## src/rtl/spi_pad_select.sv

```systemverilog
module spi_pad_select #(
  parameter int NUM_LANES = 8
) (
  input  logic        clk,
  input  logic        rst_n,
  input  logic        wr_en,
  input  logic [3:0]  wr_be,
  input  logic [31:0] wr_data,
  output logic [31:0] rd_data,
  output logic [25:0] pin_sel,
  input  logic [25:0] spi_out,
  input  logic [25:0] spi_oe,
  input  logic [25:0] gpio_out,
  input  logic [25:0] gpio_oe,
  output logic [25:0] pad_out,
  output logic [25:0] pad_oe,
  input  logic [25:0] pad_in,
  output logic [25:0] spi_in,
  output logic [25:0] gpio_in
);
  localparam logic [7:0] LANE_MASK = 8'((1 << NUM_LANES) - 1);

  logic [7:0] cs_q, dout_q, din_q;
  logic       ena_q, sck_q;
  logic       dout0_nxt, din0_nxt;

  assign dout0_nxt = wr_be[1] ? wr_data[11] : wr_data[24];
  assign din0_nxt  = wr_be[1] ? wr_data[10] : wr_data[16];

  always_ff @(posedge clk) begin
    if (!rst_n) begin
      cs_q   <= '0;
      dout_q <= '0;
      din_q  <= '0;
      ena_q  <= 1'b0;
      sck_q  <= 1'b0;
    end else if (wr_en) begin
      if (wr_be[0]) cs_q <= wr_data[7:0];
      if (wr_be[1]) begin
        ena_q <= wr_data[8];
        sck_q <= wr_data[9];
      end
      if (wr_be[3]) dout_q[7:1] <= wr_data[31:25] & LANE_MASK[7:1];
      if (wr_be[2]) din_q[7:1]  <= wr_data[23:17] & LANE_MASK[7:1];
      if (wr_be[1] || wr_be[3]) dout_q[0] <= dout0_nxt;
      if (wr_be[1] || wr_be[2]) din_q[0]  <= din0_nxt;
    end
  end

  assign rd_data = {dout_q & LANE_MASK, din_q & LANE_MASK, 4'b0000,
                    dout_q[0], din_q[0], sck_q, ena_q, cs_q};

  assign pin_sel = {dout_q & LANE_MASK, din_q & LANE_MASK, sck_q, ena_q, cs_q};

  for (genvar p = 0; p < 26; p++) begin : g_pad
    assign pad_out[p] = pin_sel[p] ? spi_out[p] : gpio_out[p];
    assign pad_oe[p]  = pin_sel[p] ? spi_oe[p]  : gpio_oe[p];
  end

  assign spi_in  = pad_in;
  assign gpio_in = pad_in;
endmodule


```

## config.mk

```make
export PLATFORM = sky130hd
export DESIGN_NAME = spi_pad_select
export DESIGN_NICKNAME = d
export VERILOG_FILES = /design/src/rtl/spi_pad_select.sv
export SDC_FILE = /design/constraint.sdc
export NUM_CORES = 1
export LEC_CHECK = 0
export BUFFER_PORTS_ARGS = -buffer_cell sky130_fd_sc_hd__buf_2
export CAP_MARGIN = 30
export CORE_AREA = 2 2 130 132
export DETAILED_ROUTE_END_ITERATION = 6
export DIE_AREA = 0 0 132 134
export HOLD_SLACK_MARGIN = 0.08
export PLACE_DENSITY_LB_ADDON = 0.2
export SYNTH_ARGS = -nofsm -noshare
export SYNTH_HDL_FRONTEND = slang
export SYNTH_SLANG_ARGS = --single-unit
```

## constraint.sdc

```tcl
create_clock -name clk -period 1.05 [get_ports clk]
set_input_delay 0.21 -clock clk [delete_from_list [all_inputs] [get_ports clk]]
set_output_delay 0.21 -clock clk [all_outputs]
set_load 0.005 [all_outputs]
```

### Word level (Yosys, flattened, before mapping)

Cells that the tools add are included.
Widths: inputs -> output; s select.

* mux-type cells: 54
* reductions and logical operators: 8

Operators with widths (count)
* $mux 1: 54
* $reduce_and 2->1: 6
* $logic_or 1x1->1: 2

* register bits after elaboration: 26
* input bits: 169
* word-level logic and storage cells: 69

### Longest topological paths before layout

Gate-level depths: netlist of the first run.

* word-level depth: 2
* gate-level depth with buffers: 4
* mapped depth without buffers: 3

### Worst setup path after synthesis of the first run

No wires, ideal clock.

* kind: register to output
* from: register din_q[0]
* to: output port pad_oe[10]
* arrival: 770 ps
* path slack: 70 ps
* cell stages (with the launch flop): 2
* path buffers: 0
* cells stage by stage: dfxtp_1 mux2_2

* longest elaborated chain between the ends: 1

Ends and longest elaborated chain
* start: declaration: RTL line 23 `logic [7:0] cs_q, dout_q, din_q;`
* start signal: assignment: RTL line 46 `if (wr_be[1] || wr_be[2]) din_q[0] <= din0_nxt;`
* $mux 1: RTL line 57 `assign pad_oe[p] = pin_sel[p] ? spi_oe[p] : gpio_oe[p];`
* end: declaration: RTL line 16 `output logic [25:0] pad_oe,`

No other way between the ends.

### Final worst setup path of the first run

* from: register dout_q[4]
* to: output port pad_out[22]

* longest elaborated chain between the ends: 1

Ends and longest elaborated chain
* start: declaration: RTL line 23
* start signal: assignment: RTL line 43 `if (wr_be[3]) dout_q[7:1] <= wr_data[31:25] & LANE_MASK[7:1];`
* $mux 1: RTL line 56 `assign pad_out[p] = pin_sel[p] ? spi_out[p] : gpio_out[p];`
* end: declaration: RTL line 15 `output logic [25:0] pad_out,`

No other way between the ends.

==> results of run 1 <==
final timing paths:
| check | startpoint | endpoint | slack [ps] | cells past startpoint |
|---|---|---|---|---|
| setup / recovery | dout_q[4]$_SDFFE_PN0P_ | pad_out[22] | -230 | 2 |
| hold / removal | wr_data[19] | din_q[3]$_SDFFE_PN0P_ | 190 | 3 |
| setup reg to reg | dout_q[0]$_SDFFE_PN0P_ | dout_q[0]$_SDFFE_PN0P_ | -50 | 5 |
| hold reg to reg | din_q[3]$_SDFFE_PN0P_ | din_q[3]$_SDFFE_PN0P_ | 510 | 2 |
per-stage QoR:
step	instance area (sq um)	setup slack (ps)	total power, mW	hold slack, ps	cells
after floorplan	2300	70.1	1.70	351	262
after global placement	3400	-79.8	2.10	420	668
after detailed placement	3400	-82.9	2.11	420	668
after CTS	4360	-249	3.53	182	682
after global routing	4570	-272	3.76	182	684
final	4570	-234	3.52	191	684
cell type report:
| class | instances | area, sq um |
|---|---|---|
| Fill cell | 1750 | 11700 |
| Multi-Input combinational cell | 141 | 1280 |
| Tap cell | 220 | 275 |
| Timing Repair Buffer | 293 | 2310 |
| Clock buffer | 4 | 88.8 |
| Sequential cell | 26 | 618 |
power by group:
group          switching [mW]  leakage, nW  total (mW)  internal, mW
Combinational           0.468         1.97        1.47          1.01
Clock                   0.388       0.0442       0.972         0.585
Sequential             0.0761        0.231        1.08          1.00
Total                   0.931         2.24        3.52          2.59
cell usage after synthesis (2+ instances only):
master / n
mux2_2: 52
a21boi_0: 24
dfxtp_1: 26
clkbuf_1: 2
buf_2: 2
nor3_1: 3
buf_4: 88
o21ai_0: 2
nand2_1: 26
nand3_1: 24
buf_6: 3
nand2_2: 2
flip-flops by register name, indices dropped and copies added (netlist names):
signal / count
ena_q: 1
dout_q: 8
sck_q: 1
din_q: 8
cs_q: 8
per-layer routing:
metal	share of wire, %	GRT usage (%)	vias up
met2	53	19.6	158
met4	1.8	2.66	0
met1	37	10.9	1150
li1	-	-	1207
met3	7.5	2.57	18
met5	0	0	-
worst min-delay path, stage by stage:
cell and delay, ps:
buf_2 100, nand3_1 50, a21boi_0 60
cells by family after synthesis:
logic type	share of synthesized area, %
AOI/OAI and AO/OA	9.01
buffers and inverters	31.1
DFF	22.7
muxes	25.6
other	0.164
and+or+nand+nor	11.5
layout by cell type, fill, tap and decap left out, types with 2 or more instances in the layout:
cell,netlist,final
a21boi_0,24,24
buf_12,0,3
buf_2,2,149
buf_4,88,23
buf_6,3,118
clkbuf_16,0,3
conb_1,1,4
dfxtp_4,0,26
mux2_4,0,52
nand2_1,26,26
nand2_2,2,2
nand3_1,24,24
nor3_1,3,3
what timing repair did:
item / in CTS / in global routing
setup buffers: 11 / 8
endpoints found under the setup margin: 103 / 102
pin swaps: 2 / 0
hold buffers: 0 / 0
resized for setup: 185 / 45
==> flow_summary.toml, run 1 <==
[global_routing]
grt_overflow_total = 0
antenna_found_initial = 0
grt_usage_pct = 10.2
grt_pass1_vias = 2713
grt_max_degree = 17
grt_pass1_wl_mm = 14.4

[floorplanning]
fp.dieH_um = 134
initial_utilization_pct = 14.1
rows = 47
core_sq_um = 16300
chipWidth_um = 132
io_pins = 331
dieArea_sq_um = 17700

[final_layout]
antenna_cells = 0
syn_to_final_growth_pct = 99.4
post-route-util_pct = 28.0
nets = 634
drive_gt1_share_pct = 81.5

[worst_setup_path]
slowest_delay_ps = 380
crit_type = "reg2out"
critPathSlowestCell = "dfxtp_4"
end_kind = "primary output"
path_delay_family = "flip-flops"
path_cells = "mux2_4 -> buf_6"
crit_arrival_ps = 1070
path_buf_inv = 1
crit_path_max_fanout = 4
start_kind = "flip-flop"
worstPathRequired_ps = 840

[min_path]
hold_path_class = "in2reg"

[logic_synthesis]
synthTopCellsByArea = "buf_4 29%, mux2_2 26%, dfxtp_1 23%"
synth.avg_cell_area_sq_um = 8.85
ys_warn_count = 0
synth_edf_count = 0
netlist.area_leader.share_pct = 28.8
async_flop_share_pct = 0
synth_top_area_cell = "buf_4"
synth_seq_cells = 26
synth_flop_cell = "dfxtp_1"
syn-cell-area_sq_um = 2290
postSynthCellCount = 259
ys_types = 17
yosysSeqAreaShare_pct = 22.7

[route]
ant_nets = 0
first_pass_iters = 4
wl_per_cell_um = 14.2
finalWirelength_mm = 9.70
avgViaCountPerCell = 3.70
vias = 2533
drt_iter0_drc = 56
drc = 0

[run_status]
violations = "setup timing"
status = "complete, but fails checks"

[run]
maxCapViolations = 0

[sta]
hold_violations = 0
period_share_pct = 122
max_freq_mhz = 779
rsz0062_at_grt = "true"
setup_viol = 102
setup_slack_ps = -234
fin_crit_ps = 1280
setup_tns_ps = -12570
final.setup_skew_ps = 0
drv_slew = 0

[clocking]
clock-sinks = 26
clk_pin_slew_worst_paths_ps = 70
htree_levels = 1
clock-root-buffer = "clkbuf_16"
tritoncts = "done"
clk_path_buf_depth = 2
cts_buffers = 3
clk-insertion-delay-late_ps = 260

[placement]
io_buffers = 244
place_congestion = 0.764
hpwlAfterDp_mm = 7.45

[power]
ir_drop_uv = 788
total_leakage_power_nw = 2.24
powerDensity_nw_per_um2 = 771
(Power assumes the default switching activity.)
==> inputs of run 2 (changes only) <==
--- a/config.mk
+++ b/config.mk
@@ -8,7 +8,7 @@
 export BUFFER_PORTS_ARGS = -buffer_cell sky130_fd_sc_hd__buf_2
 export CAP_MARGIN = 30
-export CORE_AREA = 2 2 130 132
+export CORE_AREA = 5 5 125 127
 export DETAILED_ROUTE_END_ITERATION = 6
-export DIE_AREA = 0 0 132 134
+export DIE_AREA = 0 0 130 132
 export HOLD_SLACK_MARGIN = 0.08
 export PLACE_DENSITY_LB_ADDON = 0.2
==> constraint.sdc (replaced) <==
create_clock -name clk -period 1.6 [get_ports clk]
set_input_delay 0.08 -clock clk [delete_from_list [all_inputs] [get_ports clk]]
set_output_delay 0.08 -clock clk [all_outputs]
set_load 0.005 [all_outputs]
==> run 2 against run 1 <==
Effect of this change:
- the flow now finishes without violations
- non-clock buffer count is 34 lower
- setup slack gained 470 ps
- worst hold slack got worse by 110 ps
- via count fell by 5.8%
- power fell by 47%
- routed wire length shrank 14%
- utilization is 5.3 points lower
- global-route usage decreased by 1.4 points
- final area down 29%
- register-to-register slack gained 730 ps
- critical path type unchanged
- largest cell class unchanged
==> flow_summary.toml, run 2 (synthesis results as in run 1) <==
[placement]
place_area_sq_um = 3060
place_congestion = 0.694
hpwlAfterDp_mm = 7.20
pre_cts_slack_ps = 413
io_buffers = 244

[route]
avgViaCountPerCell = 3.89
first_pass_iters = 4
vias = 2385
finalWirelength_mm = 8.30
ant_nets = 0
wl_per_cell_um = 13.5
drc = 0
drt_iter0_drc = 48

[sta]
final.setup_skew_ps = 0
setup_tns_ps = 0
hold_ws_ps = 82.9
setup_slack_ps = 236
period_share_pct = 85.3
hold_violations = 0
rsz0062_at_grt = "false"
setup_viol = 0
fin_crit_ps = 1360
drv_slew = 0
max_freq_mhz = 733

[clocking]
clk_path_buf_depth = 2
htree_levels = 1
clk-insertion-delay-late_ps = 260
clock-root-buffer = "clkbuf_16"
postCtsSetupBuffers = 0
tritoncts = "done"
clk_pin_slew_worst_paths_ps = 70
cts_resized = 0
cts_buffers = 3
clock-sinks = 26

[global_routing]
grt_pass1_wl_mm = 12.1
antenna_found_initial = 0
grt_max_degree = 27
grt_overflow_total = 0
grt_pass1_vias = 2507
grt_usage_pct = 8.78

[min_path]
min_to = "din_q[1]$_SDFFE_PN0P_"
worstHoldStart = "wr_data[17]"
hold_path_class = "in2reg"
hold_depth = 3

[run]
maxCapViolations = 0

[final_layout]
drive_gt1_share_pct = 70.6
antenna_cells = 0
layout_common_cells = "244 x buf_2, 52 x mux2_2, 26 x nand2_1, 26 x dfxtp_1"
syn_to_final_growth_pct = 42.4
nets = 600
final_area_sq_um = 3260
num-fill-cells = 1598
top_regs = "cs_q x8, din_q x8, dout_q x8"
final_common_cell = "buf_2"

[worst_setup_path]
r2r_slack_ps = 680
end_kind = "primary output"
r2r_start = "din_q[0]$_SDFFE_PN0P_"
crit_arrival_ps = 1280
rr_worst_depth = 2
crit_path_max_fanout = 7
start_kind = "flip-flop"
worstPathRequired_ps = 1520
worstReg2RegEnd = "din_q[0]$_SDFFE_PN0P_"
crit_type = "reg2out"

[run_status]
status = "completed"

[floorplanning]
fp.dieH_um = 132
chipWidth_um = 130
io_pins = 331
core_sq_um = 14300
dieArea_sq_um = 17200
rows = 44
initial_utilization_pct = 16.0

[power]
powerDensity_nw_per_um2 = 573
total_leakage_power_nw = 1.67
ir_drop_uv = 303
==> run 2: critical path, stage by stage, from the launching register on <==
cell     delay (ps)
dfxtp_1         530
mux2_2          370
buf_2           120
==> run 2: metrics by stage <==
stage | power [mW] | util, % | std cells
floorplan | 1.12 | - | 262
global placement | 1.30 | 21.4 | 597
detailed placement | 1.31 | 21.4 | 597
CTS | 1.93 | 22.8 | 613
global route | 2.01 | 22.8 | 613
finish | 1.87 | 22.8 | 613
==> run 2: layout make-up <==
cell class	instances	area (sq um)	area share, %
Tap cell	184	230	7.06
Clock buffer	3	75.1	2.30
Sequential cell	26	520	16.0
Multi-Input combinational cell	141	1070	32.8
Timing Repair Buffer	259	1370	41.9
==> run 2: timing repair <==
action / in CTS / in global routing
endpoints found under the hold margin: 13 / 0
hold buffers: 13 / 0
endpoints found under the setup margin: 0 / 0
==> run 2: how the worst max path moves through the flow <==
| stage | to | from | cells after the start |
|---|---|---|---|
| 3_3_place_gp | dout_q[0]$_SDFFE_PN0P_ | wr_en | 4 |
| 6_report | pad_oe[10] | din_q[0]$_SDFFE_PN0P_ | 2 |
| 3_5_place_dp | dout_q[0]$_SDFFE_PN0P_ | wr_en | 4 |
| 5_1_grt | pad_oe[10] | din_q[0]$_SDFFE_PN0P_ | 2 |
| 2_1_floorplan | pad_oe[10] | din_q[0]$_SDFFE_PN0P_ | 1 |
| 4_1_cts | pad_oe[10] | din_q[0]$_SDFFE_PN0P_ | 2 |
==> run 2: report_power, final <==
part / internal (mW) / total, mW / switching [mW]
Clock: 0.332 / 0.562 / 0.231
Combinational: 0.361 / 0.581 / 0.220
Sequential: 0.679 / 0.727 / 0.0479
==> run 2: routing by layer <==
metal	global-route usage (%)	wire length, um
met1	8.59	2740
met4	3.29	211
met5	0	0
met2	17.5	4420
met3	1.86	931
